**src/rtl/bhp_pkg.sv**
```systemverilog
package bhp_pkg;

    typedef enum logic [1:0] {
        CTR_SNT = 2'b00,
        CTR_WNT = 2'b01,
        CTR_WT  = 2'b10,
        CTR_ST  = 2'b11
    } ctr_state_t;

    localparam ctr_state_t CTR_RESET = CTR_WNT;

    // Index width for a table of the given depth (at least one bit).
    function automatic int idx_width(input int depth);
        return (depth > 1) ? $clog2(depth) : 1;
    endfunction

endpackage

```
**src/rtl/bhp_index.sv**
```systemverilog
module bhp_index #(
    parameter int PC_W  = 32,
    parameter int DEPTH = 512,
    parameter int IDX_W = 9
) (
    input  logic [PC_W-1:0]  pc,
    output logic [IDX_W-1:0] idx
);
    localparam int LSB = 2;

    generate
        if (DEPTH == 1) begin : g_single
            assign idx = '0;
        end else begin : g_multi
            assign idx = pc[LSB +: IDX_W];
        end
    endgenerate

endmodule

```
**src/rtl/bhp_ctr_fsm.sv**
```systemverilog
module bhp_ctr_fsm
    import bhp_pkg::*;
(
    input  logic       clk,
    input  logic       rst_n,
    input  logic       step_en,
    input  logic       step_taken,
    output logic [1:0] state_o,
    output logic       pred_o
);
    ctr_state_t state_q, state_d;

    // next-state logic
    always_comb begin
        state_d = state_q;
        if (step_en) begin
            unique case (state_q)
                CTR_SNT: state_d = step_taken ? CTR_WNT : CTR_SNT;
                CTR_WNT: state_d = step_taken ? CTR_WT  : CTR_SNT;
                CTR_WT:  state_d = step_taken ? CTR_ST  : CTR_WNT;
                CTR_ST:  state_d = step_taken ? CTR_ST  : CTR_WT;
                default: state_d = CTR_RESET;
            endcase
        end
    end

    // state register
    always_ff @(posedge clk or negedge rst_n) begin
        if (!rst_n) state_q <= CTR_RESET;
        else        state_q <= state_d;
    end

    // outputs
    always_comb begin
        unique case (state_q)
            CTR_SNT, CTR_WNT: pred_o = 1'b0;
            CTR_WT,  CTR_ST:  pred_o = 1'b1;
            default:          pred_o = 1'b0;
        endcase
        state_o = state_q;
    end

endmodule

```
**src/rtl/bhp_predictor.sv**
```systemverilog
module bhp_predictor
    import bhp_pkg::*;
#(
    parameter int PC_W  = 32,
    parameter int DEPTH = 512
) (
    input  logic            clk,
    input  logic            rst_n,
    input  logic [PC_W-1:0] lk_pc,
    input  logic            lk_hint,
    output logic            lk_taken,
    input  logic            up_valid,
    input  logic [PC_W-1:0] up_pc,
    input  logic            up_hint,
    input  logic            up_taken
);
    localparam int IDX_W = idx_width(DEPTH);

    generate
        if ((DEPTH < 1) || ((DEPTH & (DEPTH - 1)) != 0)) begin : g_bad_depth
            $error("bhp_predictor: DEPTH must be a power of two");
        end
    endgenerate

    logic [IDX_W-1:0]   lk_idx;
    logic [IDX_W-1:0]   up_idx;
    logic [DEPTH-1:0]   pred_vec;
    logic [2*DEPTH-1:0] ctr_flat;
    logic               up_write;

    bhp_index #(.PC_W(PC_W), .DEPTH(DEPTH), .IDX_W(IDX_W)) u_lk_index (
        .pc  (lk_pc),
        .idx (lk_idx)
    );

    bhp_index #(.PC_W(PC_W), .DEPTH(DEPTH), .IDX_W(IDX_W)) u_up_index (
        .pc  (up_pc),
        .idx (up_idx)
    );

    // Hinted branches never touch the table.
    assign up_write = up_valid & ~up_hint;

    generate
        for (genvar i = 0; i < DEPTH; i++) begin : g_entry
            logic sel;
            assign sel = up_write && (up_idx == IDX_W'(i));
            bhp_ctr_fsm u_ctr (
                .clk        (clk),
                .rst_n      (rst_n),
                .step_en    (sel),
                .step_taken (up_taken),
                .state_o    (ctr_flat[2*i +: 2]),
                .pred_o     (pred_vec[i])
            );
        end
    endgenerate

    // prediction output
    always_comb begin
        if (lk_hint) lk_taken = 1'b1;
        else         lk_taken = pred_vec[lk_idx];
    end

endmodule

```
**config.mk**
```make
export PLATFORM = sky130hd
export DESIGN_NAME = bhp_predictor
export DESIGN_NICKNAME = d
export VERILOG_FILES = /design/src/rtl/bhp_pkg.sv /design/src/rtl/bhp_index.sv /design/src/rtl/bhp_ctr_fsm.sv /design/src/rtl/bhp_predictor.sv
export SDC_FILE = /design/constraint.sdc
export NUM_CORES = 2
export LEC_CHECK = 0
export ABC_CLOCK_PERIOD_IN_PS = 3720
export BUFFER_PORTS_ARGS = -buffer_cell sky130_fd_sc_hd__buf_2
export CAP_MARGIN = 20
export CORE_ASPECT_RATIO = 1.25
export CORE_MARGIN = 1.5
export CORE_UTILIZATION = 55
export DETAILED_ROUTE_END_ITERATION = 6
export PLACE_DENSITY = 0.71
export SKIP_LAST_GASP = 1
export SYNTH_ARGS = -nofsm -noshare
export SYNTH_HDL_FRONTEND = slang
export SYNTH_SLANG_ARGS = --single-unit
```
**constraint.sdc**
```tcl
create_clock -name clk -period 3.72 [get_ports clk]
set_input_delay 0.372 -clock clk [delete_from_list [all_inputs] [get_ports clk]]
set_output_delay 0.372 -clock clk [all_outputs]
set_load 0.02 [all_outputs]
```
* Yosys cells after proc, flatten, opt, wreduce, memory -nomap -nowiden
Index checks and enable logic that the tools add are counted. Widths: inputs -> output; s select.
Word-level totals: register bits 1024
Cells by class: magnitude comparators 1, equality and inequality tests 2047, multiplexer cells 1031, bitwise logic cells 2, reduce and logical (&&, ||, !) cells 2049
Operators by type and width (count):
- $pmux 2 s4 | 512
- $eq 9x9->1 const B | 256
- $eq 2x2->1 const B | 1024
- $reduce_or 2->1 | 1024
- $eq 9x8->1 const B | 128
- $eq 2x1->1 const B | 512
- $logic_not 2->1 | 512
- $pmux 1 s2 | 512
- $eq 9x7->1 const B | 64
- $logic_and 1x1->1 | 512
- $eq 9x6->1 const B | 32
- $eq 9x5->1 const B | 16
- $eq 9x4->1 const B | 8
- $eq 9x3->1 const B | 4
- $eq 9x2->1 const B | 2
- $lt 9x10->1 const B | 1
- $bmux 1 s9 | 1
- $eq 9x1->1 const B | 1
- $logic_not 9->1 | 1
- $mux 1 | 4
- $mux 2 | 2
- $and 1x1->1 | 1
- $not 1->1 | 1

* Logic depth before layout (Yosys ltp)
word-level depth 6, gate-level depth with buffers 12, depth with buffers taken out 7

* Modules after synthesis
A second synthesis with hierarchy kept.
Second synthesis, totals: cell total of the unflattened synthesis 7228, area total of the unflattened synthesis 67385.9 um2
By module, submodules not included:
- bhp_ctr_fsm | times used 512, cells an instance 12, area an instance 117.6 um2, sequential area each 51.3 um2
- bhp_predictor | times used 1, cells an instance 1066, area an instance 7033.0 um2, sequential area each 0.0 um2
- bhp_index | times used 2, cells an instance 9, area an instance 67.6 um2, sequential area each 0.0 um2

* Worst setup path after synthesis
No wires, ideal clock.
path type input to output, start input port lk_pc[3], end output port lk_taken, arrival time 2.828 ns, data required time 3.348 ns, slack 0.520 ns, stages 11, buffers on the path 4, cells stage by stage buf_2 buf_4 buf_4 buf_1 mux4_2 a22o_1 a221oi_1 o22ai_1 nor3_1 nor4_1 or4_1
On the way: longest elaborated chain between the ends 3
Ends and longest elaborated chain:
- start, declared | RTL line bhp_predictor.sv:9 | input logic [PC_W-1:0] lk_pc,
- $bmux 1 s9 | RTL line bhp_predictor.sv:62 | else lk_taken = pred_vec[lk_idx];
- $mux 1 (implied by the code) | RTL line bhp_predictor.sv:62
- $mux 1 | RTL line bhp_predictor.sv:61 | if (lk_hint) lk_taken = 1'b1;
- end, declared | RTL line bhp_predictor.sv:11 | output logic lk_taken,
No other way between the ends. The select of a mux whose other input is x is not followed.

* Final worst setup path
start register g_entry[275].u_ctr.state_q[1], end output port lk_taken
On the way: longest elaborated chain between the ends 6, elaborated cells between the ends (all ways) 10, classes of those cells eq/ne: 3; mux: 4; reduce/logical: 3
Ends and longest elaborated chain:
- start, declared | RTL line bhp_ctr_fsm.sv:11 | ctr_state_t state_q, state_d;
- start signal, assigned | RTL line bhp_ctr_fsm.sv:30 | else state_q <= state_d;
- $eq 2x2->1, or another cell as far along | RTL line bhp_ctr_fsm.sv:35 | unique case (state_q)
- $reduce_or 2->1 | RTL line bhp_ctr_fsm.sv:35
- $pmux 1 s2 * | RTL line bhp_ctr_fsm.sv:35
- $bmux 1 s9 * | RTL line bhp_predictor.sv:62
- $mux 1 (implied by the code) * | RTL line bhp_predictor.sv:62
- $mux 1 * | RTL line bhp_predictor.sv:61
Every way passes the cells marked *; elsewhere a longest branch is shown, timed or not. The select of a mux whose other input is x is not followed.

==> flow_summary.json <==
{
  "nNetsFinal": 6438,
  "avgViaCountPerCell": 6.47,
  "leakage_nw": 20.5,
  "synth_edf_count": 0,
  "seq_area_frac_synth_pct": 47.5,
  "yosys-top-cells-area": "dfstp_2, dfrtp_1, o21ai_0",
  "slew_headroom_pct": 27.9,
  "p_per_area_nw_per_um2": 415,
  "area_growth_pct": 11.1,
  "vias": 50300,
  "grt_max_degree": 143,
  "grt_usage_pct": 31.5,
  "drt_iter0_markers": 4664,
  "violations": "setup timing",
  "tightest_slew_ns": 1.08,
  "cts.path.max_buffers": 3,
  "cts_inserted_buffers": 106,
  "hpwlAfterDp_mm": 104,
  "antenna_found_initial": 11,
  "whs_ns": 0.216,
  "place_area_um2": 57600,
  "nFillCells": 8147,
  "cts_num_sinks": 1024,
  "cpMostUsedCell": "mux4_2",
  "rr_startpoint": "g_entry[239].u_ctr.state_o[0]$_DFFE_PN1P_",
  "start_util_pct": 55.7,
  "grt_pass1_wl_mm": 256,
  "multiInputGateArea_um2": 27200,
  "cp_slowest_cell": "or4_4",
  "start_kind": "flop",
  "boundaryPins": 71,
  "first_pass_iters": 7,
  "setup_viol": 1,
  "reg2reg_setup_slack_ns": 2.59,
  "synth.top_cell.area_share_pct": 24.3,
  "slowest_delay_ns": 0.53,
  "grt-ovfl-total": 0,
  "fin_util_pct": 61.8,
  "clk_latency_ns": 0.70,
  "outcome": "finished with violations",
  "die_x_um": 287,
  "ys_ff_latch": 1024,
  "grt_pass1_vias": 46500,
  "drcViolationCount": 0,
  "yosysMostFrequentCell": "nor2_1",
  "skew_ns": 0.0290,
  "min_period_ns": 3.96,
  "grt_setup_unrepaired": "true",
  "startpoint": "g_entry[275].u_ctr.state_o[1]$_DFFE_PN0P_",
  "place.gp.congestion": 0.902,
  "crit_arrival_ns": 3.58,
  "core_um2": 99300,
  "yosysWarnings": 0,
  "crit_chain": "mux4_2 -> mux4_2 -> nor2b_1 -> a31oi_1 -> nor4b_4 -> buf_4 -> nor4_4 -> or4_4 -> buf_6",
  "io_buffers": 24,
  "clockRootBuffer": "clkbuf_16",
  "final_max_slew_viol_count": 0,
  "syn_avg_cell_area_um2": 8.66,
  "fin_ws_ns": -0.237,
  "core.rowCount": 129,
  "synthFlopType": "dfstp_2",
  "synth-async-reset-ratio_pct": 100,
  "ant_nets": 0,
  "crit_path_end_kind": "output port",
  "cts_tree": "built",
  "syn_nets": 6451,
  "layout-drive-gt1-share_pct": 16.8,
  "irDropWorstVdd_mv": 0.333,
  "ys_types": 52,
  "regArea_um2": 26300,
  "finalCritPeriodShare_pct": 106,
  "path_clk_slew_ns": 0.06,
  "wl_per_cell_um": 20.9,
  "tns_ns": -0.237,
  "die_h_um": 357,
  "cap_violations": 0,
  "synth_common_cells": "nor2_1, o21ai_0, nand2_1, a21oi_1",
  "largest_reg_flops": 1024,
  "syn_inst": 6381,
  "htree_levels": 3,
  "path_class": "flop to output port",
  "totalWireLength_mm": 162,
  "crit_required_ns": 3.35,
  "max_clock_freq_mhz": 253,
  "die_area_um2": 102000,
  "syn_area_um2": 55300,
  "synth_top_area_cell": "dfstp_2",
  "fin_area_um2": 61400,
  "cp_max_fo": 5,
  "hold_viol": 0,
  "min_path_type": "input pin to asynchronous set/reset pin"
}
[worst max-delay path: cells and delay by family (launching register included)]
family          cells  cell delay [ns]
compound gates      1             0.23
buf+inv             2             0.33
flops               1             0.41
mux                 2             0.97
simple gates        4             0.97
[layout make-up]
type | count | share of cell area (%)
multi-input combinational | 4878 | 44.4
sequential | 1024 | 42.8
clock buffer | 163 | 5.26
timing repair buffer | 246 | 3.59
tap | 1310 | 2.67
inverter | 112 | 0.697
clock inverter | 35 | 0.611
antenna | 5 | 0.0204
[worst paths after layout]
kind	depth (start not counted)	to
setup / recovery	9	lk_taken
hold / removal	2	g_entry[133].u_ctr.state_o[1]$_DFFE_PN0P_
setup reg to reg	3	g_entry[239].u_ctr.state_o[0]$_DFFE_PN1P_
hold reg to reg	2	g_entry[505].u_ctr.state_o[0]$_DFFE_PN1P_
max in group asynchronous	4	g_entry[471].u_ctr.state_o[0]$_DFFE_PN1P_
min in group clk	3	g_entry[155].u_ctr.state_o[1]$_DFFE_PN0P_
[cell families after synthesis]
family | after synthesis | synth area share [%]
simple gates | 2068 | 14.9
buf+inv | 479 | 3.46
mux | 165 | 5.65
flops | 1024 | 47.5
compound gates | 2645 | 28.5
[metal layers]
layer	part of all wire (%)	GRT usage, %	routed length, um	vias up
met3	7.4	5.03	12000	454
met5	0.050	0	81	-
met4	4.9	14.9	8020	14
met1	41	41.3	65900	24600
met2	47	51.4	76200	1722
li1	-	-	-	23500
[where the power goes]
part | switching (mW) | internal [mW]
clock network | 4.65 | 6.45
registers | 0.534 | 11.9
logic | 1.24 | 0.681
total | 6.42 | 19.1
[through the flow]
| stage | worst slack [ns] | power (mW) | instances |
|---|---|---|---|
| finish | -0.237 | 25.5 | 7773 |
| global route | -0.298 | 26.3 | 7768 |
| CTS | -0.295 | 25.6 | 7764 |
| detailed placement | -0.188 | 14.5 | 7552 |
| global placement | -0.223 | 14.4 | 7552 |
| floorplan | 0.520 | 13.6 | 6381 |
[repair_timing]
item,4_1_cts,5_1_grt
pin swaps,3,1
hold endpoints to repair,46,0
resized for setup,9,1
setup endpoints to repair,1,1
buffers inserted,13,2
hold buffers,1,0
[cells in the final DEF, fill, tap and decap left out, drive strengths merged, types with 159 or more instances in the layout]
cell type,synthesis,routed
a211oi,350,350
nand2,723,723
a21oi,599,599
o21ai,934,934
dfrtp,512,512
a31oi,166,166
o211ai,159,159
buf,66,244
dfstp,512,512
nor2,1102,1102
clkbuf,301,164
o31ai,316,316
No activity file was read; power rests on OpenSTA's default activity.
